**src/rtl/xlt_pkg.sv**
```systemverilog
package xlt_pkg;

    typedef enum logic [1:0] {
        XS_IDLE      = 2'd0,
        XS_RESP      = 2'd1,
        XS_MISS_WAIT = 2'd2
    } xlt_state_e;

    localparam int XLT_PERM_W  = 2;
    localparam int XLT_PERM_LD = 0;
    localparam int XLT_PERM_ST = 1;

    localparam int XLT_DEF_SLOTS  = 16;
    localparam int XLT_DEF_VPN_W  = 20;
    localparam int XLT_DEF_PFN_W  = 20;
    localparam int XLT_DEF_ASID_W = 8;
    localparam int XLT_DEF_OFF_W  = 12;
    localparam int XLT_DEF_RND_W  = 16;

endpackage

```
**src/rtl/xlt_entry_array.sv**
```systemverilog
module xlt_entry_array #(
    parameter int SLOTS  = 16,
    parameter int VPN_W  = 20,
    parameter int PFN_W  = 20,
    parameter int ASID_W = 8,
    parameter int PERM_W = 2,
    parameter int IDX_W  = (SLOTS > 1) ? $clog2(SLOTS) : 1
) (
    input  logic              clk,
    input  logic              rst_n,
    input  logic [VPN_W-1:0]  cmp_vpn,
    input  logic [ASID_W-1:0] cmp_asid,
    input  logic              wr_en,
    input  logic [IDX_W-1:0]  wr_idx,
    input  logic [VPN_W-1:0]  wr_vpn,
    input  logic [ASID_W-1:0] wr_asid,
    input  logic [PFN_W-1:0]  wr_pfn,
    input  logic [PERM_W-1:0] wr_perm,
    input  logic              wr_glb,
    input  logic              clr_all,
    input  logic              clr_asid_en,
    input  logic [ASID_W-1:0] clr_asid,
    output logic              match_any,
    output logic [PFN_W-1:0]  sel_pfn,
    output logic [PERM_W-1:0] sel_perm,
    output logic [SLOTS-1:0]  valid_vec
);

    logic [SLOTS-1:0]  slot_v;
    logic [SLOTS-1:0]  slot_g;
    logic [VPN_W-1:0]  slot_vpn  [SLOTS];
    logic [ASID_W-1:0] slot_asid [SLOTS];
    logic [PFN_W-1:0]  slot_pfn  [SLOTS];
    logic [PERM_W-1:0] slot_perm [SLOTS];
    logic [SLOTS-1:0]  match_vec;

    // valid and global flags: the refill write wins over a same-cycle clear
    always_ff @(posedge clk or negedge rst_n) begin
        if (!rst_n) begin
            slot_v <= '0;
            slot_g <= '0;
        end else begin
            for (int i = 0; i < SLOTS; i++) begin
                if (wr_en && (wr_idx == IDX_W'(i))) begin
                    slot_v[i] <= 1'b1;
                    slot_g[i] <= wr_glb;
                end else if (clr_all) begin
                    slot_v[i] <= 1'b0;
                end else if (clr_asid_en && !slot_g[i] && (slot_asid[i] == clr_asid)) begin
                    slot_v[i] <= 1'b0;
                end
            end
        end
    end

    // payload storage needs no reset: it is only read behind a valid flag
    always_ff @(posedge clk) begin
        if (wr_en) begin
            slot_vpn[wr_idx]  <= wr_vpn;
            slot_asid[wr_idx] <= wr_asid;
            slot_pfn[wr_idx]  <= wr_pfn;
            slot_perm[wr_idx] <= wr_perm;
        end
    end

    // one comparator per slot
    for (genvar gi = 0; gi < SLOTS; gi++) begin : g_cmp
        assign match_vec[gi] = slot_v[gi]
                             && (slot_vpn[gi] == cmp_vpn)
                             && (slot_g[gi] || (slot_asid[gi] == cmp_asid));
    end

    // lowest matching slot drives the selected fields
    always_comb begin
        sel_pfn  = '0;
        sel_perm = '0;
        for (int i = SLOTS - 1; i >= 0; i--) begin
            if (match_vec[i]) begin
                sel_pfn  = slot_pfn[i];
                sel_perm = slot_perm[i];
            end
        end
    end

    assign match_any = |match_vec;
    assign valid_vec = slot_v;

endmodule

```
**src/rtl/xlt_victim_sel.sv**
```systemverilog
module xlt_victim_sel #(
    parameter int          SLOTS = 16,
    parameter int          RND_W = 16,
    parameter logic [RND_W-1:0] RND_TAPS = 16'hB400,
    parameter logic [RND_W-1:0] RND_SEED = 16'hACE1,
    parameter int          IDX_W = (SLOTS > 1) ? $clog2(SLOTS) : 1
) (
    input  logic             clk,
    input  logic             rst_n,
    input  logic [SLOTS-1:0] valid_vec,
    output logic [IDX_W-1:0] victim_idx
);

    localparam bit SLOTS_POW2 = (SLOTS == (1 << IDX_W));

    logic [RND_W-1:0] rnd_q;
    logic [IDX_W-1:0] free_idx;
    logic             have_free;
    logic [IDX_W-1:0] rnd_idx;

    // free-running Galois shift register, never zero
    always_ff @(posedge clk or negedge rst_n) begin
        if (!rst_n) begin
            rnd_q <= RND_SEED;
        end else if (rnd_q[0]) begin
            rnd_q <= (rnd_q >> 1) ^ RND_TAPS;
        end else begin
            rnd_q <= rnd_q >> 1;
        end
    end

    always_comb begin
        have_free = 1'b0;
        free_idx  = '0;
        for (int i = SLOTS - 1; i >= 0; i--) begin
            if (!valid_vec[i]) begin
                have_free = 1'b1;
                free_idx  = IDX_W'(i);
            end
        end
    end

    if (SLOTS_POW2) begin : g_rnd_slice
        assign rnd_idx = rnd_q[IDX_W-1:0];
    end else begin : g_rnd_mod
        assign rnd_idx = IDX_W'(rnd_q % RND_W'(SLOTS));
    end

    assign victim_idx = have_free ? free_idx : rnd_idx;

endmodule

```
**src/rtl/xlt_ctrl.sv**
```systemverilog
module xlt_ctrl
    import xlt_pkg::*;
(
    input  logic clk,
    input  logic rst_n,
    input  logic lk_valid,
    input  logic match_any,
    input  logic perm_ok,
    input  logic rf_valid,
    input  logic inv_any,
    output logic accept,
    output logic lk_ready,
    output logic rf_req,
    output logic rsp_hit,
    output logic rsp_miss,
    output logic rsp_fault
);

    xlt_state_e state_q, state_d;

    assign accept = (state_q == XS_IDLE) && lk_valid;

    always_comb begin
        state_d = state_q;
        unique case (state_q)
            XS_IDLE:      if (lk_valid) state_d = XS_RESP;
            XS_RESP:      state_d = rsp_miss ? XS_MISS_WAIT : XS_IDLE;
            XS_MISS_WAIT: if (rf_valid || inv_any) state_d = XS_IDLE;
            default:      state_d = XS_IDLE;
        endcase
    end

    always_ff @(posedge clk or negedge rst_n) begin
        if (!rst_n) state_q <= XS_IDLE;
        else        state_q <= state_d;
    end

    // registered result flags
    always_ff @(posedge clk or negedge rst_n) begin
        if (!rst_n) begin
            rsp_hit   <= 1'b0;
            rsp_miss  <= 1'b0;
            rsp_fault <= 1'b0;
        end else begin
            rsp_hit   <= accept &&  match_any &&  perm_ok;
            rsp_fault <= accept &&  match_any && !perm_ok;
            rsp_miss  <= accept && !match_any;
        end
    end

    assign lk_ready = (state_q == XS_IDLE);
    assign rf_req   = (state_q == XS_MISS_WAIT);

endmodule

```
**src/rtl/asid_xlate_tlb.sv**
```systemverilog
module asid_xlate_tlb
    import xlt_pkg::*;
#(
    parameter int SLOTS  = XLT_DEF_SLOTS,
    parameter int VPN_W  = XLT_DEF_VPN_W,
    parameter int PFN_W  = XLT_DEF_PFN_W,
    parameter int ASID_W = XLT_DEF_ASID_W,
    parameter int OFF_W  = XLT_DEF_OFF_W,
    parameter int RND_W  = XLT_DEF_RND_W,
    localparam int VA_W  = VPN_W + OFF_W,
    localparam int PA_W  = PFN_W + OFF_W,
    localparam int IDX_W = (SLOTS > 1) ? $clog2(SLOTS) : 1
) (
    input  logic                  clk,
    input  logic                  rst_n,
    input  logic                  lk_valid,
    input  logic [VA_W-1:0]       lk_va,
    input  logic [ASID_W-1:0]     lk_asid,
    input  logic                  lk_store,
    output logic                  lk_ready,
    output logic                  rsp_hit,
    output logic                  rsp_miss,
    output logic                  rsp_fault,
    output logic [PA_W-1:0]       rsp_pa,
    output logic                  rf_req,
    output logic [VPN_W-1:0]      rf_req_vpn,
    output logic [ASID_W-1:0]     rf_req_asid,
    input  logic                  rf_valid,
    input  logic [VPN_W-1:0]      rf_vpn,
    input  logic [ASID_W-1:0]     rf_asid,
    input  logic [PFN_W-1:0]      rf_pfn,
    input  logic [XLT_PERM_W-1:0] rf_perm,
    input  logic                  rf_global,
    input  logic                  inv_all,
    input  logic                  inv_asid_en,
    input  logic [ASID_W-1:0]     inv_asid
);

    logic                  match_any;
    logic [PFN_W-1:0]      sel_pfn;
    logic [XLT_PERM_W-1:0] sel_perm;
    logic [SLOTS-1:0]      valid_vec;
    logic [IDX_W-1:0]      victim_idx;
    logic                  accept;
    logic                  perm_ok;
    logic [VPN_W-1:0]      lk_vpn;
    logic [OFF_W-1:0]      lk_off;

    assign lk_vpn  = lk_va[VA_W-1:OFF_W];
    assign lk_off  = lk_va[OFF_W-1:0];
    assign perm_ok = lk_store ? sel_perm[XLT_PERM_ST] : sel_perm[XLT_PERM_LD];

    xlt_entry_array #(
        .SLOTS (SLOTS),
        .VPN_W (VPN_W),
        .PFN_W (PFN_W),
        .ASID_W(ASID_W),
        .PERM_W(XLT_PERM_W),
        .IDX_W (IDX_W)
    ) u_array (
        .clk        (clk),
        .rst_n      (rst_n),
        .cmp_vpn    (lk_vpn),
        .cmp_asid   (lk_asid),
        .wr_en      (rf_valid),
        .wr_idx     (victim_idx),
        .wr_vpn     (rf_vpn),
        .wr_asid    (rf_asid),
        .wr_pfn     (rf_pfn),
        .wr_perm    (rf_perm),
        .wr_glb     (rf_global),
        .clr_all    (inv_all),
        .clr_asid_en(inv_asid_en),
        .clr_asid   (inv_asid),
        .match_any  (match_any),
        .sel_pfn    (sel_pfn),
        .sel_perm   (sel_perm),
        .valid_vec  (valid_vec)
    );

    xlt_victim_sel #(
        .SLOTS(SLOTS),
        .RND_W(RND_W),
        .IDX_W(IDX_W)
    ) u_victim (
        .clk       (clk),
        .rst_n     (rst_n),
        .valid_vec (valid_vec),
        .victim_idx(victim_idx)
    );

    xlt_ctrl u_ctrl (
        .clk      (clk),
        .rst_n    (rst_n),
        .lk_valid (lk_valid),
        .match_any(match_any),
        .perm_ok  (perm_ok),
        .rf_valid (rf_valid),
        .inv_any  (inv_all || inv_asid_en),
        .accept   (accept),
        .lk_ready (lk_ready),
        .rf_req   (rf_req),
        .rsp_hit  (rsp_hit),
        .rsp_miss (rsp_miss),
        .rsp_fault(rsp_fault)
    );

    // physical address is driven only in the hit cycle
    always_ff @(posedge clk or negedge rst_n) begin
        if (!rst_n) begin
            rsp_pa <= '0;
        end else if (accept && match_any && perm_ok) begin
            rsp_pa <= {sel_pfn, lk_off};
        end else begin
            rsp_pa <= '0;
        end
    end

    // miss context for the walker
    always_ff @(posedge clk or negedge rst_n) begin
        if (!rst_n) begin
            rf_req_vpn  <= '0;
            rf_req_asid <= '0;
        end else if (accept) begin
            rf_req_vpn  <= lk_vpn;
            rf_req_asid <= lk_asid;
        end
    end

endmodule

```
**config.mk**
```make
export PLATFORM = sky130hd
export DESIGN_NAME = asid_xlate_tlb
export DESIGN_NICKNAME = d
export VERILOG_FILES = /design/src/rtl/xlt_pkg.sv /design/src/rtl/xlt_entry_array.sv /design/src/rtl/xlt_victim_sel.sv /design/src/rtl/xlt_ctrl.sv /design/src/rtl/asid_xlate_tlb.sv
export SDC_FILE = /design/constraint.sdc
export NUM_CORES = 1
export LEC_CHECK = 0
export BUFFER_PORTS_ARGS = -buffer_cell sky130_fd_sc_hd__buf_2
export CORE_UTILIZATION = 42
export CTS_BUF_LIST = sky130_fd_sc_hd__clkbuf_4 sky130_fd_sc_hd__clkbuf_8 sky130_fd_sc_hd__clkbuf_16
export DETAILED_ROUTE_END_ITERATION = 16
export PLACE_DENSITY = 0.6
export SYNTH_ARGS = -nofsm -noshare
export SYNTH_HDL_FRONTEND = slang
export SYNTH_SLANG_ARGS = --single-unit
export TNS_END_PERCENT = 5
```
**constraint.sdc**
```tcl
create_clock -name clk -period 6.35 [get_ports clk]
set_clock_uncertainty 0.2 [all_clocks]
set_input_delay 1.27 -clock clk [delete_from_list [all_inputs] [get_ports clk]]
set_output_delay 1.27 -clock clk [all_outputs]
set_load 0.03 [all_outputs]
```
# Word level (Yosys, flattened, before mapping)

Memory sizes are Yosys's and may differ from the RTL's.
Index checks and enable logic that the tools add are counted.
Widths: inputs -> output; s select.

Flip-flop bits (word level): 113
Bits in latches: 0
RAM bits: 800
Bits in read-only memories: 0
Bits of input ports: 106
Memories kept: 4

Memory list:

| memory            | depth | bits a word | rd ports | clocked after memory_dff | wr ports | RTL line              | source |
|---|---|---|---|---|---|---|---|
| u_array.slot_pfn  | 16    | 20          | 16       | 0                        | 1        | xlt_entry_array.sv:33 | `logic [PFN_W-1:0] slot_pfn [SLOTS];` |
| u_array.slot_vpn  | 16    | 20          | 16       | 0                        | 1        | xlt_entry_array.sv:31 | `logic [VPN_W-1:0] slot_vpn [SLOTS];` |
| u_array.slot_asid | 16    | 8           | 16       | 0                        | 1        | xlt_entry_array.sv:32 | `logic [ASID_W-1:0] slot_asid [SLOTS];` |
| u_array.slot_perm | 16    | 2           | 16       | 0                        | 1        | xlt_entry_array.sv:34 | `logic [PERM_W-1:0] slot_perm [SLOTS];` |

Add/subtract/negate cells: 0
$mul: 0
Divide/modulo/power cells: 0
Magnitude comparators: 0
Equal/unequal tests: 67
Shifts and indexed selects: 0
Mux-type cells: 122
Bitwise gates (word level): 1
Reduce and logical (&&, ||, !) cells: 141

Operator list:

| cell               | count |
|---|---|
| $eq 20x20->1       | 16 |
| $mux 20            | 16 |
| $eq 8x8->1         | 32 |
| $logic_and 1x1->1  | 85 |
| $mux 4             | 17 |
| $mux 1             | 67 |
| $reduce_bool 3->1  | 16 |
| $mux 2             | 19 |
| $eq 4x4->1 const B | 8 |
| $mux 32            | 1 |
| $logic_not 1->1    | 18 |
| $logic_or 1x1->1   | 18 |
| $eq 4x3->1 const B | 4 |
| $mux 16            | 1 |
| $reduce_or 16->1   | 1 |
| $eq 4x2->1 const B | 2 |
| $pmux 2 s3         | 1 |
| $eq 4x1->1 const B | 1 |
| $logic_not 4->1    | 1 |
| $not 3->4          | 1 |
| $eq 2x1->1 const B | 1 |
| $eq 2x2->1 const B | 1 |
| $logic_not 2->1    | 1 |
| $ne 2x1->1 const B | 1 |
| other kinds (2)    | 2 |

# Depth between registers and ports, before layout

Gate-level depths: netlist (run 1).

Depth in word-level cells: 22
Gate-level depth with buffers: 15
Mapped depth without buffers: 10

# Cells and area by module

Synthesis (run 1) repeated with hierarchy kept, for this count alone.

Cell total of the unflattened synthesis: 2576
Area total of the unflattened synthesis: 38583.3 um^2

Modules (own cells, without submodules):

| module          | instances | cells an instance | area an instance (um^2) | sequential area each (um^2) |
|---|---|---|---|---|
| xlt_entry_array | 1         | 2376              | 35622.9                 | 24823.8 |
| asid_xlate_tlb  | 1         | 132               | 2143.3                  | 1501.4 |
| xlt_victim_sel  | 1         | 53                | 623.1                   | 410.4 |
| xlt_ctrl        | 1         | 15                | 193.9                   | 125.1 |

# Worst setup path after synthesis (run 1)

OpenSTA, ideal clock, no wires.

Kind: register to register
From: reg u_array.slot_v[9], in the netlist u_array.valid_vec[9]
To: reg u_array.slot_g[3]
Library setup time: 0.082 ns
Arrival time: 5.928 ns
Required time: 6.068 ns
Setup slack: 0.140 ns
Stages on the path, launching flop included: 9
Path buffers: 1
Period minus slack after synthesis: 6.210 ns
Path through: dfrtp_1 nand2_1 or4_1 nor3_1 a21oi_1 o31a_1 clkbuf_1 nor3_1 mux2_2

Word-level cells in the longest chain between the ends: 13

RTL lines:

| element                                               | RTL line              | source |
|---|---|---|
| start, declared                                       | xlt_entry_array.sv:29 | `logic [SLOTS-1:0] slot_v;` |
| start signal, assigned                                | xlt_entry_array.sv:40 | `slot_v <= '0;` |
| start signal, assigned by index                       | xlt_entry_array.sv:45 | `slot_v[i] <= 1'b1;` |
| start signal, assigned by index                       | xlt_entry_array.sv:48 | `slot_v[i] <= 1'b0;` |
| $mux 4 / $mux 1 (equally long branches) (10 in a row) | xlt_victim_sel.sv:36  | `if (!valid_vec[i]) begin` |
| $mux 4 (*)                                            | xlt_victim_sel.sv:49  | `assign victim_idx = have_free ? free_idx : rnd_idx;` |
| $eq 4x2->1 (*)                                        | xlt_entry_array.sv:44 | `if (wr_en && (wr_idx == IDX_W'(i))) begin` |
| $logic_and 1x1->1 (*)                                 | xlt_entry_array.sv:44 |  |
| end signal, assigned by index                         | xlt_entry_array.sv:46 | `slot_g[i] <= wr_glb;` |
| end, declared                                         | xlt_entry_array.sv:30 | `logic [SLOTS-1:0] slot_g;` |

Mark *: on every way between the ends. The rest lies on a longest branch, timed or not.
A chain may end at the register's enable or synchronous reset.

# Worst setup path after layout (run 1)

From: in lk_va[31]
To: reg rsp_pa[23]

Word-level cells in the longest chain between the ends: 22

RTL lines:

| element              | RTL line              | source |
|---|---|---|
| start, declared      | asid_xlate_tlb.sv:17  | `input logic [VA_W-1:0] lk_va,` |
| $eq 20x20->1         | xlt_entry_array.sv:69 | `&& (slot_vpn[gi] == cmp_vpn)` |
| $logic_and 1x1->1    | xlt_entry_array.sv:69 |  |
| $logic_and 1x1->1    | xlt_entry_array.sv:70 | `&& (slot_g[gi] \|\| (slot_asid[gi] == cmp_asid));` |
| $mux 2 (16 in a row) | xlt_entry_array.sv:78 | `if (match_vec[i]) begin` |
| $mux 1               | asid_xlate_tlb.sv:51  | `assign perm_ok = lk_store ? sel_perm[XLT_PERM_ST] : sel_perm[XLT_PERM_LD];` |
| $logic_and 1x1->1    | asid_xlate_tlb.sv:112 | `end else if (accept && match_any && perm_ok) begin` |
| $mux 32 (*)          | asid_xlate_tlb.sv:112 |  |
| end signal, assigned | asid_xlate_tlb.sv:113 | `rsp_pa <= {sel_pfn, lk_off};` |
| end, declared        | asid_xlate_tlb.sv:24  | `output logic [PA_W-1:0] rsp_pa,` |

Marked as above.

==> parameters.txt, run 1 <==
Parameter                              Value

Finish
  Net total in the final layout ... 2851
  Highest-count cells in the layout ignoring fill and taps ... edfxtp_1 (800), xor2_1 (383), xnor2_1 (193)
  Final non-filler cell total ... 4009
  Layout cells sized above 1 ... 0.188
  Most common cell after layout, fill and taps aside ... edfxtp_1
  Area growth syn-to-layout ... 15.1%

Clocking
  Clock Path Buffers ... 3
  Maximum level of the CTS H-tree ... 3
  CTS clock-pin slew for the worst setup and hold paths ... 0.06 ns
  Clk sink count ... 913
  Buffer count from post-CTS setup fixing ... 0
  Num CTS Buffers ... 97
  Count of cells resized by post-cts repair ... 0
  Hold-fix buffers, CTS ... 0
  Clock latency on the worst-skew pair ... 0.69 ns
  Clock tree from TritonCTS ... built
  Clock tree root buffer cell ... clkbuf_16

Drt
  Via count ... 22.9k
  Top layer in use ... met5
  DRC marker count from the first detailed-route iteration ... 2516
  Sum of met2 wire segment lengths after detailed routing ... 53800 um
  WL/cell ... 28.1 um
  Wire length on met1 ... 46500 um
  Routed length on met3 ... 9470 um
  Via density per instance ... 5.71
  Total detailed-routing wirelength ... 113000 um
  Post-DRT Antenna Nets ... 0
  DRC violation count after routing ... 0
  Number of detailed-route iterations in the first pass ... 7

GRT
  GRT Residual Overflow ... 0
  First-pass GRT wire length ... 162000 um
  Maximum number of pins on one net before global-route repair ... 70
  Vias in the first global route ... 22.9k
  GRT Total Usage ... 0.242
  Initial antenna violation count ... 10

Worst hold path
  Kind of path behind the tightest hold check ... register to register

Floorplan
  Effective utilization at floorplan ... 0.425
  Die boundary height ... 304 um
  Total core area ... 90300 sq um
  Die width ... 304 um
  Number of placement rows ... 110
  # IOs ... 171
  Area of the die ... 92600 sq um

Yosys
  Largest cells by area after synthesis ... edfxtp_1 (63%), xor2_1 (8.7%), dfrtp_1 (6.8%)
  Mean instance size in the synthesized netlist ... 15.1 sq um
  Cell accounting for the most synthesized area ... edfxtp_1
  Fraction of registers with async set/reset ... 0.124
  Post-synth top area share ... 0.626
  Syn Inst Count ... 2543
  Number of synthesis warnings ... 0
  Main flop type after synthesis ... edfxtp_1
  Number of nets in the synthesized netlist ... 2649
  Sequential share of the synthesized area ... 0.700
  Count of cell types in the netlist ... 58
  Number of enable flip-flop cells after synthesis ... 800
  Synth Cell Area ... 38400 sq um
  Yosys reg bits ... 913

Timing
  RSZ-0062 raised after global routing ... no
  Max Fclk ... 198 MHz
  Smallest setup slack after layout ... 1.30 ns
  Slew at the pin closest to its max-slew limit ... 1.14 ns
  Fin crit share ... 0.795
  Total negative slack for setup checks ... 0 ns
  Hold Violations, Final ... 0
  Relative slew slack ... 0.234
  Max Slew Vio Count ... 0
  Final Critical Period ... 5.05 ns
  Final setup vio count ... 0

Pwr
  Lkg Pwr ... 15.4 nW
  Power density normalized to cell area ... 319 nW/um^2
  Worst IR Drop VDD ... 0.000210 V

Setup path
  Startpoint type of the worst setup path ... primary input
  Data required time of the critical path ... 6.72 ns
  Data arrival time at the worst-slack endpoint ... 5.42 ns
  Biggest fanout along the worst timing path ... 22
  Critical path type ... primary input to register
  Critical path capture point type ... register

Place
  Number of port buffers ... 170
  Final HPWL DP ... 68900 um
  Setup slack after placement ... 0.618 ns
  Number of placed instances, taps included ... 3822
  Routability cong. ... 0.887

Outcome
  Status ... complete, no violations

Run
  Number of max-capacitance violations reported ... 0
[stage by stage]
stage / utilization / hold WS, ns / total power [W] / instance area (sq um)
after floorplan: - / 0.131 / 0.00774 / 38400
final: 0.489 / 0.156 / 0.0141 / 44200
after global routing: 0.489 / 0.162 / 0.0145 / 44200
after detailed placement: 0.451 / 0.136 / 0.00825 / 40800
after global placement: 0.451 / 0.138 / 0.00823 / 40800
after CTS: 0.489 / 0.155 / 0.0142 / 44200
[kinds of logic after synthesis]
kind of cell              share of synthesized area
xor gates and xnor gates                      0.131
and+or+nand+nor                              0.0668
AOI/OAI and AO/OA                            0.0642
buffers and inverters                        0.0241
muxes                                        0.0137
DFF                                           0.700
[where the power goes]
part,total [W],internal [W],switching [W]
clock,0.00598,0.00357,0.00241
sequential,0.00700,0.00686,0.000136
combinational,0.00113,0.000326,0.000801
total,0.0141,0.0108,0.00335
[layer usage]
layer / up-vias / global-route usage
li1: 9899 / -
met1: 11710 / 0.331
met2: 1079 / 0.394
met3: 209 / 0.0453
met4: 4 / 0.0706
met5: - / 0
[synthesized netlist by cell type (all sizes together), types with 4 or more instances]
cell type	instances
edfxtp	800
xor2	383
xnor2	193
dfrtp	105
nor4	96
nand2	88
clkbuf	86
o21ai	77
buf	65
inv	57
nor2	56
nand4	54
a21oi	53
mux2	44
o21a	40
o221ai	39
nand3	29
nor3	29
or3	29
and3	25
nor3b	22
a221oi	21
a211o	20
a211oi	20
a311oi	20
nand4b	14
a31o	10
dfstp	8
o211ai	7
a41o	6
or4	6
nand2b	4
nor4b	4
[final timing paths]
kind | to | cells after the start | slack, ns | start
max in group asynchronous | u_array.slot_g[15]$_DFFE_PN0P_ | 2 | 4.27 | rst_n
hold reg to reg | u_victim.rnd_q[3]$_DFF_PN0_ | 0 | 0.16 | u_victim.rnd_q[4]$_DFF_PN0_
setup / recovery | rsp_pa[23]$_DFF_PN0_ | 13 | 1.30 | lk_va[31]
min in group asynchronous | rsp_pa[4]$_DFF_PN0_ | 1 | 0.44 | rst_n
setup reg to reg | u_array.slot_asid[2][7]$_DFFE_PP_ | 8 | 1.96 | u_array.valid_vec[11]$_DFFE_PN0P_
hold / removal | u_victim.rnd_q[3]$_DFF_PN0_ | 0 | 0.16 | u_victim.rnd_q[4]$_DFF_PN0_
[state kept, by name, indices dropped and copies added, names as in the netlist]
signal             count
u_array.slot_perm     32
u_array.valid_vec     16
rf_req_vpn            20
rf_req_asid            8
u_array.slot_g        16
u_ctrl.rsp_miss        1
u_victim.rnd_q        16
u_array.slot_asid    128
u_array.slot_pfn     320
rsp_pa                32
u_ctrl.rsp_hit         1
u_ctrl.rsp_fault       1
u_array.slot_vpn     320
u_ctrl.state_q         2
[critical path: stages]
cell	delay, ns
buf_2	0.43
buf_4	0.31
xor2_1	0.09
nor4_1	0.87
nand3_1	0.18
or3_1	0.50
o2111ai_1	0.17
a211o_1	0.15
nor2_1	0.06
o31a_1	0.13
or4_2	0.71
buf_4	0.27
a311oi_2	0.23
[cell type report]
| class | instances | area, sq um |
|---|---|---|
| Sequential cell | 913 | 26900 |
| Inverter | 57 | 214 |
| Fill cell | 7566 | 46100 |
| Antenna cell | 3 | 7.51 |
| Clock inverter | 60 | 743 |
| Tap cell | 1176 | 1470 |
| Timing Repair Buffer | 254 | 1500 |
| Clock buffer | 124 | 2670 |
| Multi-Input combinational cell | 1422 | 10700 |
Power figures use the tool's default switching activity.
==> run 2, diff against run 1 <==
--- a/config.mk
+++ b/config.mk
@@ -9,7 +9,7 @@
 export CORE_UTILIZATION = 42
 export CTS_BUF_LIST = sky130_fd_sc_hd__clkbuf_4 sky130_fd_sc_hd__clkbuf_8 sky130_fd_sc_hd__clkbuf_16
 export DETAILED_ROUTE_END_ITERATION = 16
-export PLACE_DENSITY = 0.6
+export PLACE_DENSITY = 0.58
 export SYNTH_ARGS = -nofsm -noshare
 export SYNTH_HDL_FRONTEND = slang
 export SYNTH_SLANG_ARGS = --single-unit
==> constraint.sdc (replaced) <==
create_clock -name clk -period 4.74 [get_ports clk]
set_clock_uncertainty 0.2 [all_clocks]
set_input_delay 0.948 -clock clk [delete_from_list [all_inputs] [get_ports clk]]
set_output_delay 0.948 -clock clk [all_outputs]
set_load 0.03 [all_outputs]
==> parameters.txt, run 2 (synthesized netlist as in run 1, its figures left out) <==
Parameter                              Value

Timing
  Final Critical Period ... 4.27 ns
  RSZ-0062 raised after global routing ... no
  Hold Violations, Final ... 0
  Fin crit share ... 0.901
  Max Slew Vio Count ... 0
  Max Fclk ... 234 MHz
  Final setup vio count ... 0
  Relative slew slack ... 0.143
  Slew at the pin closest to its max-slew limit ... 1.28 ns

Setup path
  Sequence of cells on the critical path ... buf_2 -> xor2_1 -> nor4_1 -> buf_4 -> nand4_1 -> or3_1 -> mux2i_1 -> a221oi_2 -> o221a_1 -> o21ai_1 -> or4_2 -> buf_12 -> a311oi_1
  Data arrival time at the worst-slack endpoint ... 4.64 ns
  Slowest cell on the critical path ... or4_2
  Worst Reg-to-Reg Cells ... 12
  Startpoint type of the worst setup path ... primary input
  Biggest fanout along the worst timing path ... 33
  Critical path type ... primary input to register
  Largest incremental delay on the critical path ... 0.69 ns
  Critical path capture point type ... register
  Data required time of the critical path ... 5.11 ns

Place
  Routability cong. ... 0.905
  Number of port buffers ... 170
  Final HPWL DP ... 70400 um
  Cell area reported after detailed placement ... 41800 sq um

Clocking
  Num CTS Buffers ... 97
  Clock Path Buffers ... 3
  Count of cells resized by post-cts repair ... 0
  Buffer count from post-CTS setup fixing ... 0
  Clock latency on the worst-skew pair ... 0.69 ns
  Clock tree root buffer cell ... clkbuf_16
  Clk sink count ... 913
  Maximum level of the CTS H-tree ... 3
  CTS clock-pin slew for the worst setup and hold paths ... 0.06 ns
  Hold-fix buffers, CTS ... 0
  Clock tree from TritonCTS ... built

Finish
  Layout cells sized above 1 ... 0.217
  Area growth syn-to-layout ... 17.7%
  Most common cell after layout, fill and taps aside ... edfxtp_1
  Net total in the final layout ... 2952
  Fill cell total of the finished layout ... 7639
  Sequential cell area ... 26900 sq um
  Highest-count cells in the layout ignoring fill and taps ... edfxtp_1 (800), xor2_1 (383), xnor2_1 (193)
  Final core utilization ... 0.500
  Multi-input combinational cell area ... 10700 sq um
  Top Registers ... u_array.slot_pfn (320), u_array.slot_vpn (320), u_array.slot_asid (128)
  Post-Layout Inst Area ... 45200 sq um

GRT
  GRT Residual Overflow ... 0
  First-pass GRT wire length ... 162000 um
  Vias in the first global route ... 23.2k
  GRT Total Usage ... 0.240
  Maximum number of pins on one net before global-route repair ... 74
  Initial antenna violation count ... 8

Drt
  Total detailed-routing wirelength ... 112000 um
  Post-DRT Antenna Nets ... 0
  Via count ... 23.1k
  DRC marker count from the first detailed-route iteration ... 2140
  WL/cell ... 27.2 um
  Via density per instance ... 5.63
  DRC violation count after routing ... 0
  Number of detailed-route iterations in the first pass ... 5

Floorplan
  Area of the die ... 92600 sq um
  # IOs ... 171
  Number of placement rows ... 110
  Total core area ... 90300 sq um
  Effective utilization at floorplan ... 0.425
  Die width ... 304 um
  Die boundary height ... 304 um

Pwr
  Logic pwr share ... 0.086
  Clock network fraction of design power ... 0.416
  Worst IR Drop VDD ... 0.000282 V
  Seq pwr share ... 0.498
  Total internal power ... 0.0143 W
  Power density normalized to cell area ... 417 nW/um^2
  Lkg Pwr ... 16.0 nW
  Sum of internal, switching and leakage power ... 0.0188 W
  Share of total power consumed by net switching ... 0.239
  Power dissipated by switching net loads ... 0.00450 W

Worst hold path
  Kind of path behind the tightest hold check ... primary input to async pin

Outcome
  Status ... complete, no violations

Run
  Number of max-capacitance violations reported ... 0
run 2: cell count changes in the layout (fill, tap and decap cells not counted), sizes merged:
cell and delta:
clkinv -4, buf +101, bufinv -5, clkbuf +8, diode -2, inv +1
run 2: final cells by class:
| cell class | count | share of cell area |
|---|---|---|
| Sequential cell | 913 | 0.595 |
| Tap cell | 1176 | 0.0326 |
| Timing Repair Buffer | 355 | 0.0561 |
| Antenna cell | 1 | 0.0000554 |
| Inverter | 57 | 0.00474 |
| Clock inverter | 52 | 0.0130 |
| Clock buffer | 132 | 0.0613 |
| Multi-Input combinational cell | 1422 | 0.238 |
run 2: worst max-delay path, delay by kind of cell:
family | cells | cell delay (ns)
buffers and inverters | 3 | 0.75
xor gates and xnor gates | 1 | 0.13
muxes | 1 | 0.15
and+or+nand+nor | 4 | 1.80
AOI/OAI and AO/OA | 4 | 0.84
run 2: layer usage:
| layer | vias to the layer above | routed length (um) | global-route usage |
|---|---|---|---|
| met3 | 182 | 7810 | 0.0412 |
| met2 | 916 | 52700 | 0.386 |
| met4 | 6 | 2780 | 0.0691 |
| li1 | 10113 | - | - |
| met1 | 11922 | 48300 | 0.334 |
| met5 | - | 41 | 0 |
run 2: power groups by stage:
stage | logic (W) | registers, W | clock network, W
2_1_floorplan | 0.000748 | 0.00961 | 0
4_1_cts | 0.00163 | 0.00936 | 0.00795
5_1_grt | 0.00172 | 0.00940 | 0.00824
3_3_place_gp | 0.00161 | 0.00952 | 0
3_5_place_dp | 0.00162 | 0.00953 | 0
6_report | 0.00162 | 0.00937 | 0.00783
run 2: path summary, 6_finish.rpt:
| check | startpoint | to | slack, ns |
|---|---|---|---|
| worst min-delay path | rst_n | rsp_pa[0]$_DFF_PN0_ | 0.08 |
| worst max-delay path | lk_va[13] | rsp_pa[12]$_DFF_PN0_ | 0.47 |
| max in group asynchronous | rst_n | rf_req_vpn[6]$_DFFE_PN0P_ | 3.51 |
| min in group clk | u_victim.rnd_q[8]$_DFF_PN0_ | u_victim.rnd_q[7]$_DFF_PN1_ | 0.15 |
| worst max register to register | u_array.slot_vpn[4][12]$_DFFE_PP_ | rsp_pa[12]$_DFF_PN0_ | 0.62 |
| worst min register to register | u_victim.rnd_q[8]$_DFF_PN0_ | u_victim.rnd_q[7]$_DFF_PN1_ | 0.15 |
run 2: metrics by stage:
stage | setup slack (ns) | instances | hold WS [ns] | setup TNS (ns)
6_report | 0.470 | 4108 | 0.0826 | 0
2_1_floorplan | -1.47 | 2543 | 0.131 | -407.70
5_1_grt | 0.390 | 4108 | 0.147 | 0
4_1_cts | 0.532 | 4107 | 0.120 | 0
3_3_place_gp | -0.160 | 3923 | 0.132 | -3.12
3_5_place_dp | -0.161 | 3923 | 0.137 | -2.77
